==> config.mk <==
export PLATFORM = sky130hd
export DESIGN_NAME = nbf_alu
export DESIGN_NICKNAME = d
export VERILOG_FILES = /design/src/rtl/nbf_pkg.sv /design/src/rtl/nbf_sq.sv /design/src/rtl/nbf_digit_mul.sv /design/src/rtl/nbf_inv_seq.sv /design/src/rtl/nbf_alu.sv
export SDC_FILE = /design/constraint.sdc
export NUM_CORES = 1
export LEC_CHECK = 0
export CAP_MARGIN = 0
export CORE_AREA = 2 2 75 77
export CTS_CLUSTER_SIZE = 12
export DETAILED_ROUTE_END_ITERATION = 16
export DIE_AREA = 0 0 77 79
export PLACE_DENSITY = 0.83
export SYNTH_ARGS = -nofsm -noshare
export SYNTH_HDL_FRONTEND = slang
export SYNTH_HIERARCHICAL = 1
export SYNTH_SLANG_ARGS = --single-unit
==> constraint.sdc <==
create_clock -name clk -period 4.5 [get_ports clk]
set_clock_uncertainty 0.2 [all_clocks]
set_input_delay 0.9 -clock clk [delete_from_list [all_inputs] [get_ports clk]]
set_output_delay 0.9 -clock clk [all_outputs]
set_load 0.005 [all_outputs]
==> src/rtl/nbf_pkg.sv <==
// Package: shared encodings for the normal-basis field unit.
// Assumes opcodes arrive as a 2-bit field on the top-level op port.
package nbf_pkg;

    typedef enum logic [1:0] {
        OP_ADD = 2'b00,
        OP_SQR = 2'b01,
        OP_MUL = 2'b10,
        OP_INV = 2'b11
    } nbf_op_e;

    typedef enum logic [1:0] {
        MD_IDLE = 2'b00,
        MD_MUL  = 2'b01,
        MD_INV  = 2'b10
    } nbf_mode_e;

    typedef enum logic [1:0] {
        IS_IDLE = 2'b00,
        IS_SQ   = 2'b01,
        IS_WAIT = 2'b10,
        IS_FIN  = 2'b11
    } nbf_inv_st_e;

endpackage

==> src/rtl/nbf_sq.sv <==
// Module: one field squaring in normal basis.
// Squaring moves coefficient i to position i+1 (cyclic); pure wiring.
// Assumes M >= 2.
module nbf_sq #(
    parameter int M = 5
) (
    input  logic [M-1:0] x,
    output logic [M-1:0] y
);

    // cyclic one-place rotation toward the top
    assign y = {x[M-2:0], x[M-1]};

endmodule

==> src/rtl/nbf_digit_mul.sv <==
// Module: digit-serial normal-basis multiplier.
// Each cycle DIGIT lanes compute DIGIT consecutive product coefficients
// from rotated copies of both operands; lanes past M are masked.
// The product with the last digit merged is offered combinationally on
// pnext while last is high. Assumes DIGIT < M.
module nbf_digit_mul #(
    parameter int              M      = 5,
    parameter int              DIGIT  = 4,
    parameter logic [M*M-1:0]  LAMBDA = '0
) (
    input  logic         clk,
    input  logic         rst_n,
    input  logic         go,
    input  logic [M-1:0] x,
    input  logic [M-1:0] y,
    output logic         last,
    output logic [M-1:0] pnext
);

    localparam int NDIG = (M + DIGIT - 1) / DIGIT;
    localparam int CW   = (NDIG > 1) ? $clog2(NDIG) : 1;
    localparam int P    = 2 * M + 1;

    // exponent t with beta_i = g^t + g^-t, folded into 1..M
    function automatic int trace_exp(input int i);
        int v;
        v = 1;
        for (int s = 0; s < i; s++) v = (v * 2) % P;
        if (v > M) v = P - v;
        return v;
    endfunction

    // type-II optimal normal basis matrix for coefficient 0
    function automatic logic [M*M-1:0] type2_matrix();
        logic [M*M-1:0] mat;
        mat = '0;
        for (int i = 0; i < M; i++) begin
            for (int j = 0; j < M; j++) begin
                int ti;
                int tj;
                int df;
                int sm;
                ti = trace_exp(i);
                tj = trace_exp(j);
                df = (ti - tj + P) % P;
                sm = (ti + tj) % P;
                if (df == 1 || df == P - 1 || sm == 1 || sm == P - 1)
                    mat[i*M+j] = 1'b1;
            end
        end
        return mat;
    endfunction

    localparam logic [M*M-1:0] LAM = (LAMBDA == '0) ? type2_matrix() : LAMBDA;

    logic [M-1:0]     ar;
    logic [M-1:0]     br;
    logic [M-1:0]     ar_rot;
    logic [M-1:0]     br_rot;
    logic [M-1:0]     acc;
    logic [CW-1:0]    cnt;
    logic             active;
    logic [DIGIT-1:0] lane;

    // operand rotation by one digit per cycle
    always_comb begin
        for (int i = 0; i < M; i++) begin
            ar_rot[i] = ar[(i + DIGIT) % M];
            br_rot[i] = br[(i + DIGIT) % M];
        end
    end

    // one AND/XOR tree per lane, each seeing operands shifted by its lane index
    for (genvar d = 0; d < DIGIT; d++) begin : g_lane
        logic bit_v;
        // XOR of matrix-selected products for lane d
        always_comb begin
            bit_v = 1'b0;
            for (int i = 0; i < M; i++)
                for (int j = 0; j < M; j++)
                    bit_v = bit_v ^ (LAM[i*M+j] & ar[(i + d) % M] & br[(j + d) % M]);
        end
        assign lane[d] = bit_v;
    end

    // merge the current digit into the accumulator, masking lanes past M
    always_comb begin
        pnext = acc;
        for (int d = 0; d < DIGIT; d++) begin
            if (int'(cnt) * DIGIT + d < M)
                pnext[int'(cnt) * DIGIT + d] = lane[d];
        end
    end

    assign last = active && (cnt == CW'(NDIG - 1));

    // load, step and retire the digit sequence
    always_ff @(posedge clk) begin
        if (!rst_n) begin
            ar     <= '0;
            br     <= '0;
            acc    <= '0;
            cnt    <= '0;
            active <= 1'b0;
        end else if (go) begin
            ar     <= x;
            br     <= y;
            acc    <= '0;
            cnt    <= '0;
            active <= 1'b1;
        end else if (active) begin
            ar  <= ar_rot;
            br  <= br_rot;
            acc <= pnext;
            if (last) begin
                active <= 1'b0;
                cnt    <= '0;
            end else begin
                cnt <= cnt + 1'b1;
            end
        end
    end

endmodule

==> src/rtl/nbf_inv_seq.sv <==
// Module: inversion sequencer, a^(2^M-2) by an exponent addition chain.
// Walks the bits of M-1 below its top bit: each bit doubles the
// exponent run k (k squarings then a multiply by the saved value), a set
// bit adds one (a squaring then a multiply by a). A final squaring ends
// it. Borrows the shared multiplier through mul_go/mul_x/mul_y.
module nbf_inv_seq
    import nbf_pkg::*;
#(
    parameter int M = 5
) (
    input  logic         clk,
    input  logic         rst_n,
    input  logic         go,
    input  logic [M-1:0] a,
    output logic         mul_go,
    output logic [M-1:0] mul_x,
    output logic [M-1:0] mul_y,
    input  logic         mul_last,
    input  logic [M-1:0] mul_pnext,
    output logic         fin,
    output logic [M-1:0] res
);

    localparam int              KW     = $clog2(M) + 1;
    localparam int              TOPBIT = $clog2(M) - 1;
    localparam int              BW     = (TOPBIT > 1) ? $clog2(TOPBIT) : 1;
    localparam logic [KW-1:0]   EXPM   = KW'(M - 1);
    localparam logic [BW-1:0]   BSTART = BW'((TOPBIT > 0) ? TOPBIT - 1 : 0);

    nbf_inv_st_e   st;
    logic [M-1:0]  t;
    logic [M-1:0]  u;
    logic [M-1:0]  a_q;
    logic [M-1:0]  t_rot;
    logic [KW-1:0] k;
    logic [KW-1:0] k_step;
    logic [KW-1:0] sq;
    logic [BW-1:0] b;
    logic          sel;

    nbf_sq #(.M(M)) i_sq (.x(t), .y(t_rot));

    // next exponent run length after the pending multiply
    assign k_step = sel ? (k + 1'b1) : (k << 1);

    // multiplier request on the last squaring of a run
    assign mul_go = (st == IS_SQ) && (sq == KW'(1));
    assign mul_x  = t_rot;
    assign mul_y  = sel ? a_q : u;
    assign fin    = (st == IS_FIN);
    assign res    = t_rot;

    // chain state machine
    always_ff @(posedge clk) begin
        if (!rst_n) begin
            st  <= IS_IDLE;
            t   <= '0;
            u   <= '0;
            a_q <= '0;
            k   <= '0;
            sq  <= '0;
            b   <= '0;
            sel <= 1'b0;
        end else begin
            case (st)
                IS_IDLE: begin
                    if (go) begin
                        a_q <= a;
                        t   <= a;
                        u   <= a;
                        k   <= KW'(1);
                        sq  <= KW'(1);
                        sel <= 1'b0;
                        b   <= BSTART;
                        st  <= (TOPBIT == 0) ? IS_FIN : IS_SQ;
                    end
                end
                IS_SQ: begin
                    t  <= t_rot;
                    sq <= sq - 1'b1;
                    if (sq == KW'(1)) st <= IS_WAIT;
                end
                IS_WAIT: begin
                    if (mul_last) begin
                        t <= mul_pnext;
                        k <= k_step;
                        if (!sel && EXPM[b]) begin
                            sel <= 1'b1;
                            sq  <= KW'(1);
                            st  <= IS_SQ;
                        end else if (b == '0) begin
                            st <= IS_FIN;
                        end else begin
                            b   <= b - 1'b1;
                            u   <= mul_pnext;
                            sq  <= k_step;
                            sel <= 1'b0;
                            st  <= IS_SQ;
                        end
                    end
                end
                default: st <= IS_IDLE;
            endcase
        end
    end

endmodule

==> src/rtl/nbf_alu.sv <==
// Module: normal-basis GF(2^M) arithmetic unit (top).
// Add and square complete on the accepting edge; multiply and invert
// share one digit-serial multiplier. A start while busy is dropped.
// Assumes operands are held valid only in the accepting cycle.
module nbf_alu
    import nbf_pkg::*;
#(
    parameter int             M      = 5,
    parameter int             DIGIT  = 4,
    parameter logic [M*M-1:0] LAMBDA = '0
) (
    input  logic         clk,
    input  logic         rst_n,
    input  logic         start,
    input  logic [1:0]   op,
    input  logic [M-1:0] opa,
    input  logic [M-1:0] opb,
    output logic [M-1:0] result,
    output logic         done,
    output logic         busy
);

    nbf_mode_e    mode;
    nbf_op_e      opc;
    logic         accept;
    logic [M-1:0] sq_y;
    logic         mul_go;
    logic [M-1:0] mul_x;
    logic [M-1:0] mul_y;
    logic         mul_last;
    logic [M-1:0] mul_pnext;
    logic         inv_go;
    logic         inv_mul_go;
    logic [M-1:0] inv_x;
    logic [M-1:0] inv_y;
    logic         inv_fin;
    logic [M-1:0] inv_res;

    assign opc    = nbf_op_e'(op);
    assign busy   = (mode != MD_IDLE);
    assign accept = start && !busy;
    assign inv_go = accept && (opc == OP_INV);

    // multiplier source: port operands for a multiply, sequencer otherwise
    assign mul_go = (accept && (opc == OP_MUL)) || inv_mul_go;
    assign mul_x  = (mode == MD_INV) ? inv_x : opa;
    assign mul_y  = (mode == MD_INV) ? inv_y : opb;

    nbf_sq #(.M(M)) i_sq (.x(opa), .y(sq_y));

    nbf_digit_mul #(.M(M), .DIGIT(DIGIT), .LAMBDA(LAMBDA)) i_mul (
        .clk   (clk),
        .rst_n (rst_n),
        .go    (mul_go),
        .x     (mul_x),
        .y     (mul_y),
        .last  (mul_last),
        .pnext (mul_pnext)
    );

    nbf_inv_seq #(.M(M)) i_inv (
        .clk       (clk),
        .rst_n     (rst_n),
        .go        (inv_go),
        .a         (opa),
        .mul_go    (inv_mul_go),
        .mul_x     (inv_x),
        .mul_y     (inv_y),
        .mul_last  (mul_last),
        .mul_pnext (mul_pnext),
        .fin       (inv_fin),
        .res       (inv_res)
    );

    // operation dispatch, completion and result capture
    always_ff @(posedge clk) begin
        if (!rst_n) begin
            mode   <= MD_IDLE;
            result <= '0;
            done   <= 1'b0;
        end else begin
            done <= 1'b0;
            if (accept) begin
                case (opc)
                    OP_ADD: begin
                        result <= opa ^ opb;
                        done   <= 1'b1;
                    end
                    OP_SQR: begin
                        result <= sq_y;
                        done   <= 1'b1;
                    end
                    OP_MUL:  mode <= MD_MUL;
                    default: mode <= MD_INV;
                endcase
            end else if (mode == MD_MUL && mul_last) begin
                result <= mul_pnext;
                done   <= 1'b1;
                mode   <= MD_IDLE;
            end else if (mode == MD_INV && inv_fin) begin
                result <= inv_res;
                done   <= 1'b1;
                mode   <= MD_IDLE;
            end
        end
    end

endmodule

### Yosys cells after proc, flatten, opt, wreduce, memory -nomap -nowiden

Index checks and enable logic that the tools add are counted.

| cells by class | value |
|---|---|
| order comparisons | 13 |
| add/subtract/negate cells | 7 |
| multiplexer cells | 71 |
| bitwise logic cells | 58 |
| reduce and logical (&&, ||, !) cells | 34 |
| equality and inequality tests | 17 |

Operators with widths:

| operator | count |
|---|---|
| $lt A32 B4 Y1 const B | 3 |
| $mux W5 | 19 |
| $xor A1 B1 Y1 | 32 |
| $and A1 B1 Y1 | 24 |
| $mux W4 | 6 |
| $mux W1 | 21 |
| $bwmux W5 | 4 |
| $pmux W5 S2 | 2 |
| $mux W2 | 8 |
| $pmux W5 S3 | 1 |
| $ge A4 B1 Y1 const B | 3 |
| $logic_and A1 B1 Y1 | 12 |
| $lt A4 B4 Y1 const B | 3 |
| $pmux W4 S3 | 1 |
| $reduce_and A4 Y1 | 3 |
| $eq A2 B2 Y1 const B | 5 |
| $demux W1 S3 | 3 |
| $reduce_and A3 Y1 | 3 |
| $add A3 B2 Y4 const B | 2 |
| $ne A2 B2 Y1 const B | 4 |
| $pmux W4 S2 | 1 |
| $eq A2 B1 Y1 const B | 3 |
| $ne A3 B1 Y1 const B | 2 |
| $pmux W2 S3 | 1 |
| other kinds (24) | 34 |

| word-level totals | value |
|---|---|
| input bits | 15 |
| register bits | 52 |
| output and inout port bits | 7 |
| logic and storage cells | 216 |

### Logic depth before layout (Yosys ltp)

| logic depth | value |
|---|---|
| depth in word-level cells | 21 |
| depth in mapped cells | 12 |
| depth with buffers taken out | 10 |

### Modules after synthesis

Netlist, hierarchy kept.

Modules (own cells, without submodules):

| module | seq. area each (um2) | instances | cells each | area an instance (um2) |
|---|---|---|---|---|
| nbf_digit_mul | 340.3 | 1 | 181 | 1371.3 |
| nbf_inv_seq | 380.4 | 1 | 133 | 1108.6 |
| nbf_alu | 160.2 | 1 | 83 | 696.9 |
| nbf_sq | 0.0 | 2 | 5 | 37.5 |

### Worst setup path after synthesis

No wires, ideal clock.

| timing | value |
|---|---|
| path kind | reg2reg |
| start point | reg i_mul.active |
| end point | reg i_inv.sq[3] |
| data required time | 4.174 ns |
| arrival | 2.012 ns |
| path buffers | 2 |
| stages on the path, launching flop included | 8 |
| setup time | 0.126 ns |
| setup slack | 2.161 ns |
| clock period less this slack | 2.339 ns |
| path through | dfxtp_1 -> buf_1 -> and2_1 -> a21boi_1 -> or3_1 -> buf_2 -> a31oi_1 -> o32ai_2 |

| between the ends | value |
|---|---|
| longest elaborated chain between the ends | 3 |

Ends and longest elaborated chain:

| item | RTL line | text |
|---|---|---|
| start: declaration | nbf_digit_mul.sv:62 | `logic active;` |
| start signal: assignment | nbf_digit_mul.sv:104 | `active <= 1'b0;` |
| start signal: assignment | nbf_digit_mul.sv:110 | `active <= 1'b1;` |
| start signal: assignment | nbf_digit_mul.sv:116 | `active <= 1'b0;` |
| $logic_and A1 B1 Y1 | nbf_digit_mul.sv:95 | `assign last = active && (cnt == CW'(NDIG - 1));` |
| via mul_last | nbf_alu.sv:30 | `logic mul_last;` |
| $ne A2 B2 Y1 (no line) | n/a |  |
| $reduce_and A4 Y1 (no line) | n/a |  |
| end signal: assignment | nbf_inv_seq.sv:80 | `sq <= sq - 1'b1;` |
| end signal: assignment | nbf_inv_seq.sv:96 | `sq <= k_step;` |
| end: declaration | nbf_inv_seq.sv:37 | `logic [KW-1:0] sq;` |

The timed path passes the listed nets, and every way through them passes these cells.
A chain may end at the register's enable or synchronous reset.

### Worst setup path after layout

| timing | value |
|---|---|
| start point | reg i_mul.br[0] |
| end point | reg i_inv.t[3] |

| between the ends | value |
|---|---|
| longest elaborated chain between the ends | 19 |
| elaborated cells between the ends (all ways) | 38 |
| classes of those cells | mux: 10; bitwise: 28 |

Ends and longest elaborated chain:

| item | RTL line | text |
|---|---|---|
| start: declaration | nbf_digit_mul.sv:57 | `logic [M-1:0] br;` |
| start signal: assignment | nbf_digit_mul.sv:107 | `br <= y;` |
| start signal: assignment | nbf_digit_mul.sv:113 | `br <= br_rot;` |
| $and A1 B1 Y1 | nbf_digit_mul.sv:81 | `bit_v = bit_v ^ (LAM[i*M+j] & ar[(i + d) % M] & br[(j + d) % M]);` |
| $xor A1 B1 Y1 (8 in series) | nbf_digit_mul.sv:81 |  |
| $bwmux W5 | nbf_digit_mul.sv:91 | `pnext[int'(cnt) * DIGIT + d] = lane[d];` |
| $mux W5 | nbf_digit_mul.sv:90 | `if (int'(cnt) * DIGIT + d < M)` |
| $bwmux W5 | nbf_digit_mul.sv:91 |  |
| $mux W5 | nbf_digit_mul.sv:90 |  |
| $bwmux W5 | nbf_digit_mul.sv:91 |  |
| $mux W5 | nbf_digit_mul.sv:90 |  |
| $bwmux W5 | nbf_digit_mul.sv:91 |  |
| $mux W5 (*) | nbf_digit_mul.sv:90 |  |
| via mul_pnext[3] | nbf_alu.sv:31 | `logic [M-1:0] mul_pnext;` |
| $mux W5 (*) | nbf_inv_seq.sv:84 | `if (mul_last) begin` |
| $pmux W5 S3 (*) | nbf_inv_seq.sv:65 | `case (st)` |
| end signal: assignment | nbf_inv_seq.sv:79 | `t <= t_rot;` |
| end signal: assignment | nbf_inv_seq.sv:85 | `t <= mul_pnext;` |
| end: declaration | nbf_inv_seq.sv:31 | `logic [M-1:0] t;` |

The timed path passes the listed nets; every way through them passes the cells marked *. The select of a mux whose other input is x is not followed.

==> impl_metrics.env <==
export IMPL_grt_pass1_vias=2609
export IMPL_hold_viol_final=0
export IMPL_worst_pin_slew_ns=0.939
export IMPL_cts_buffers=5
export IMPL_worstPathRequired_ns=4.52
export IMPL_cts_buffer_depth=2
export IMPL_hold_ws_ns=0.284
export IMPL_r2r_end="i_inv/t[3]"
export IMPL_area_growth_synth_to_final_pct=3.92
export IMPL_wl_per_cell_um=15.2
export IMPL_p_leak_uw=0.00121
export IMPL_syn_nets=428
export IMPL_clock_sinks=44
export IMPL_crit_path_end_kind="flop"
export IMPL_power_density_nw_per_um2=396
export IMPL_slew_headroom_pct=37.2
export IMPL_drive_gt1_share_pct=8.16
export IMPL_numPortBuffers=21
export IMPL_nNetsFinal=412
export IMPL_hold_end="i_inv/sq[1]"
export IMPL_vias_per_cell=5.91
export IMPL_h_tree_depth=2
export IMPL_layout_commonest_cell="dfxtp_1"
export IMPL_rsz0062_at_grt="false"
export IMPL_die_y_um=79
export IMPL_cts_root_buffer="clkbuf_8"
export IMPL_critical_path_class="flop to flop"
export IMPL_via_count=2744
export IMPL_syn_cell_area_um2=3250
export IMPL_first_iter_violations=185
export IMPL_rows=27
export IMPL_final_seq_area_um2=881
export IMPL_grt_use_met1_pct=31.5
export IMPL_grt_max_degree=29
export IMPL_num_antenna_cells=0
export IMPL_grtUsageMet3_pct=5.00
export IMPL_drt_first_pass_iters=4
export IMPL_vdd_drop_max_mv=0.219
export IMPL_period_share_pct=64.7
export IMPL_path_max_fanout=18
export IMPL_timing_rr_start="i_mul/br[0]"
export IMPL_post_cts_resized=0
export IMPL_report_final_setup_viol=0
export IMPL_busiest_layer="met2"
export IMPL_cts_setup_buffers=0
export IMPL_avgSynthCellArea_um2=7.99
export IMPL_utilization_pct=63.3
export IMPL_grt_remaining_overflow=0
export IMPL_max_clock_freq_mhz=344
export IMPL_synth_seq_area_share_pct=27.1
export IMPL_grt_pass1_wl_um=12100
export IMPL_insertion_delay_ns=0.30
export IMPL_syn_inst=407
export IMPL_route_detailed_drc=0
export IMPL_core_area_um2=5340
export IMPL_met2_usage_pct=39.1
export IMPL_multi_input_area_um2=2040
export IMPL_antenna_found_initial=0
export IMPL_rrSetupSlack_ns=1.59
export IMPL_ys_seq_elements=44
export IMPL_wirelength_um=7060
export IMPL_synth_edf_count=0
export IMPL_layout_common_cells="44 x dfxtp_1, 41 x nand2_1, 28 x o21ai_0"
export IMPL_synth_cell_types=59
export IMPL_critical_path_arrival_ns=2.93
export IMPL_fin_setup_tns_ns=0
export IMPL_initial_utilization_pct=60.9
export IMPL_ios=22
export IMPL_status="finished, final reports clean"
export IMPL_track_usage_pct=24.5
export IMPL_r2r_cells=10
export IMPL_die_area_um2=6080
export IMPL_dieWidth_um=77
export IMPL_worst_setup_path_start_kind="flop"
export IMPL_ys_warn_count=6
export IMPL_fillers=480
export IMPL_ant_nets=0
export IMPL_hold_start="i_inv/sq[1]"
export IMPL_hp_class="flop to flop"
export IMPL_drv_cap=0
export IMPL_hold_buffers=0
export IMPL_holdPathStages=2
export IMPL_async_reset_ff_share_pct=0
export IMPL_place_gp_congestion=0.873
export IMPL_dp_hpwl_um=5270
export IMPL_fin_crit_ns=2.91
export IMPL_clkTransAtPathRegs_ns=0.08
export IMPL_ys_flop_type="dfxtp_1"
export IMPL_maxSlewViolCount=0
export IMPL_cts_tree="built"
-- metrics by stage --
stage / power (µW) / cells / setup slack (ns) / instance area, µm²
2_1_floorplan: 1020 / 407 / 2.16 / 3250
3_3_place_gp: 1060 / 456 / 1.43 / 3290
3_5_place_dp: 1080 / 456 / 1.40 / 3290
4_1_cts: 1340 / 464 / 1.63 / 3380
5_1_grt: 1440 / 464 / 1.45 / 3380
6_report: 1340 / 464 / 1.59 / 3380
-- routing by layer --
metal / wire, µm / up-vias / share of wire [%]
li1: - / 1370 / -
met1: 3160 / 1277 / 45
met2: 3300 / 77 / 47
met3: 375 / 20 / 5.3
met4: 221 / 0 / 3.1
met5: 0 / - / 0
-- Yosys cell counts, drive strengths merged (2+ instances only) --
master | number | area, µm²
dfxtp | 44 | 881
nand2 | 41 | 154
buf | 32 | 218
o21ai | 29 | 145
mux2i | 24 | 240
nor2 | 24 | 90.1
a21oi | 18 | 93.8
inv | 17 | 63.8
and2 | 13 | 82.6
mux2 | 13 | 150
nor2b | 13 | 96.4
xnor2 | 13 | 114
clkbuf | 12 | 45.0
o22ai | 12 | 75.1
a22oi | 10 | 75.1
nand3 | 10 | 50.1
xor2 | 9 | 78.8
nand2b | 8 | 50.1
a211oi | 7 | 52.6
ha | 6 | 75.1
nor3 | 6 | 35.0
a31o | 5 | 43.8
and3 | 5 | 31.3
o21a | 5 | 37.5
a21boi | 3 | 22.5
a22o | 2 | 18.8
a31oi | 2 | 12.5
nor3b | 2 | 15.0
o211ai | 2 | 15.0
o32ai | 2 | 25.0
or2 | 2 | 12.5
or3 | 2 | 13.8
or3b | 2 | 17.5
-- worst max-delay path: stages (launching register included) --
cell and delay [ns]:
dfxtp_1 0.74, nor2b_1 0.13, nor2b_1 0.16, a22o_1 0.22, a221o_1 0.40, xnor2_1 0.14
o21ai_1 0.30, a22oi_1 0.15, nand2_1 0.12, o21ai_0 0.10, o22ai_1 0.16
-- where the power goes --
group	internal (µW)	total, µW	switching, µW	leakage [µW]
clock	125	254	129	0.0000455
sequential	469	581	112	0.000359
combinational	232	504	272	0.000801
total	826	1340	513	0.00121
-- worst max-delay path by stage --
stage | startpoint | to | slack [ns] | depth (start not counted)
2_1_floorplan | i_mul/active | i_inv/sq[3] | 2.16 | 7
3_3_place_gp | rst_n | i_inv/st[0] | 1.43 | 3
3_5_place_dp | rst_n | i_inv/st[0] | 1.40 | 3
4_1_cts | i_mul/br[0] | i_inv/t[3] | 1.63 | 10
5_1_grt | i_mul/br[0] | i_inv/t[3] | 1.45 | 10
6_report | i_mul/br[0] | i_inv/t[3] | 1.59 | 10
-- layout make-up --
type,instances,area share [%]
Inverter,17,1.89
Clock buffer,8,2.67
Multi-Input combinational cell,302,60.5
Timing Repair Buffer,21,6.22
Sequential cell,44,26.1
Tap cell,72,2.67
-- logic make-up (layout without fill, tap and decap cells) --
kind of cell | after synthesis | count (layout) | synth area share, %
AO/OA/AOI/OAI | 107 | 107 | 22.2
XOR/XNOR | 22 | 22 | 5.93
adder cells (fa/ha/maj) | 6 | 6 | 2.31
buffers and inverters | 61 | 46 | 10.0
flip-flops | 44 | 44 | 27.1
multiplexers | 37 | 37 | 12.0
AND/OR/NAND/NOR | 130 | 130 | 20.5
-- sequential cells by signal (all words and copies together) (netlist names), 2 cells and up --
name,flops
i_inv/t,5
i_mul/acc,5
i_mul/ar,5
result,5
i_inv/st,2
i_inv/u,5
i_mul/br,5
i_inv/k,3
mode,2
i_inv/sq,4
No activity file was read; power rests on OpenSTA's default activity.
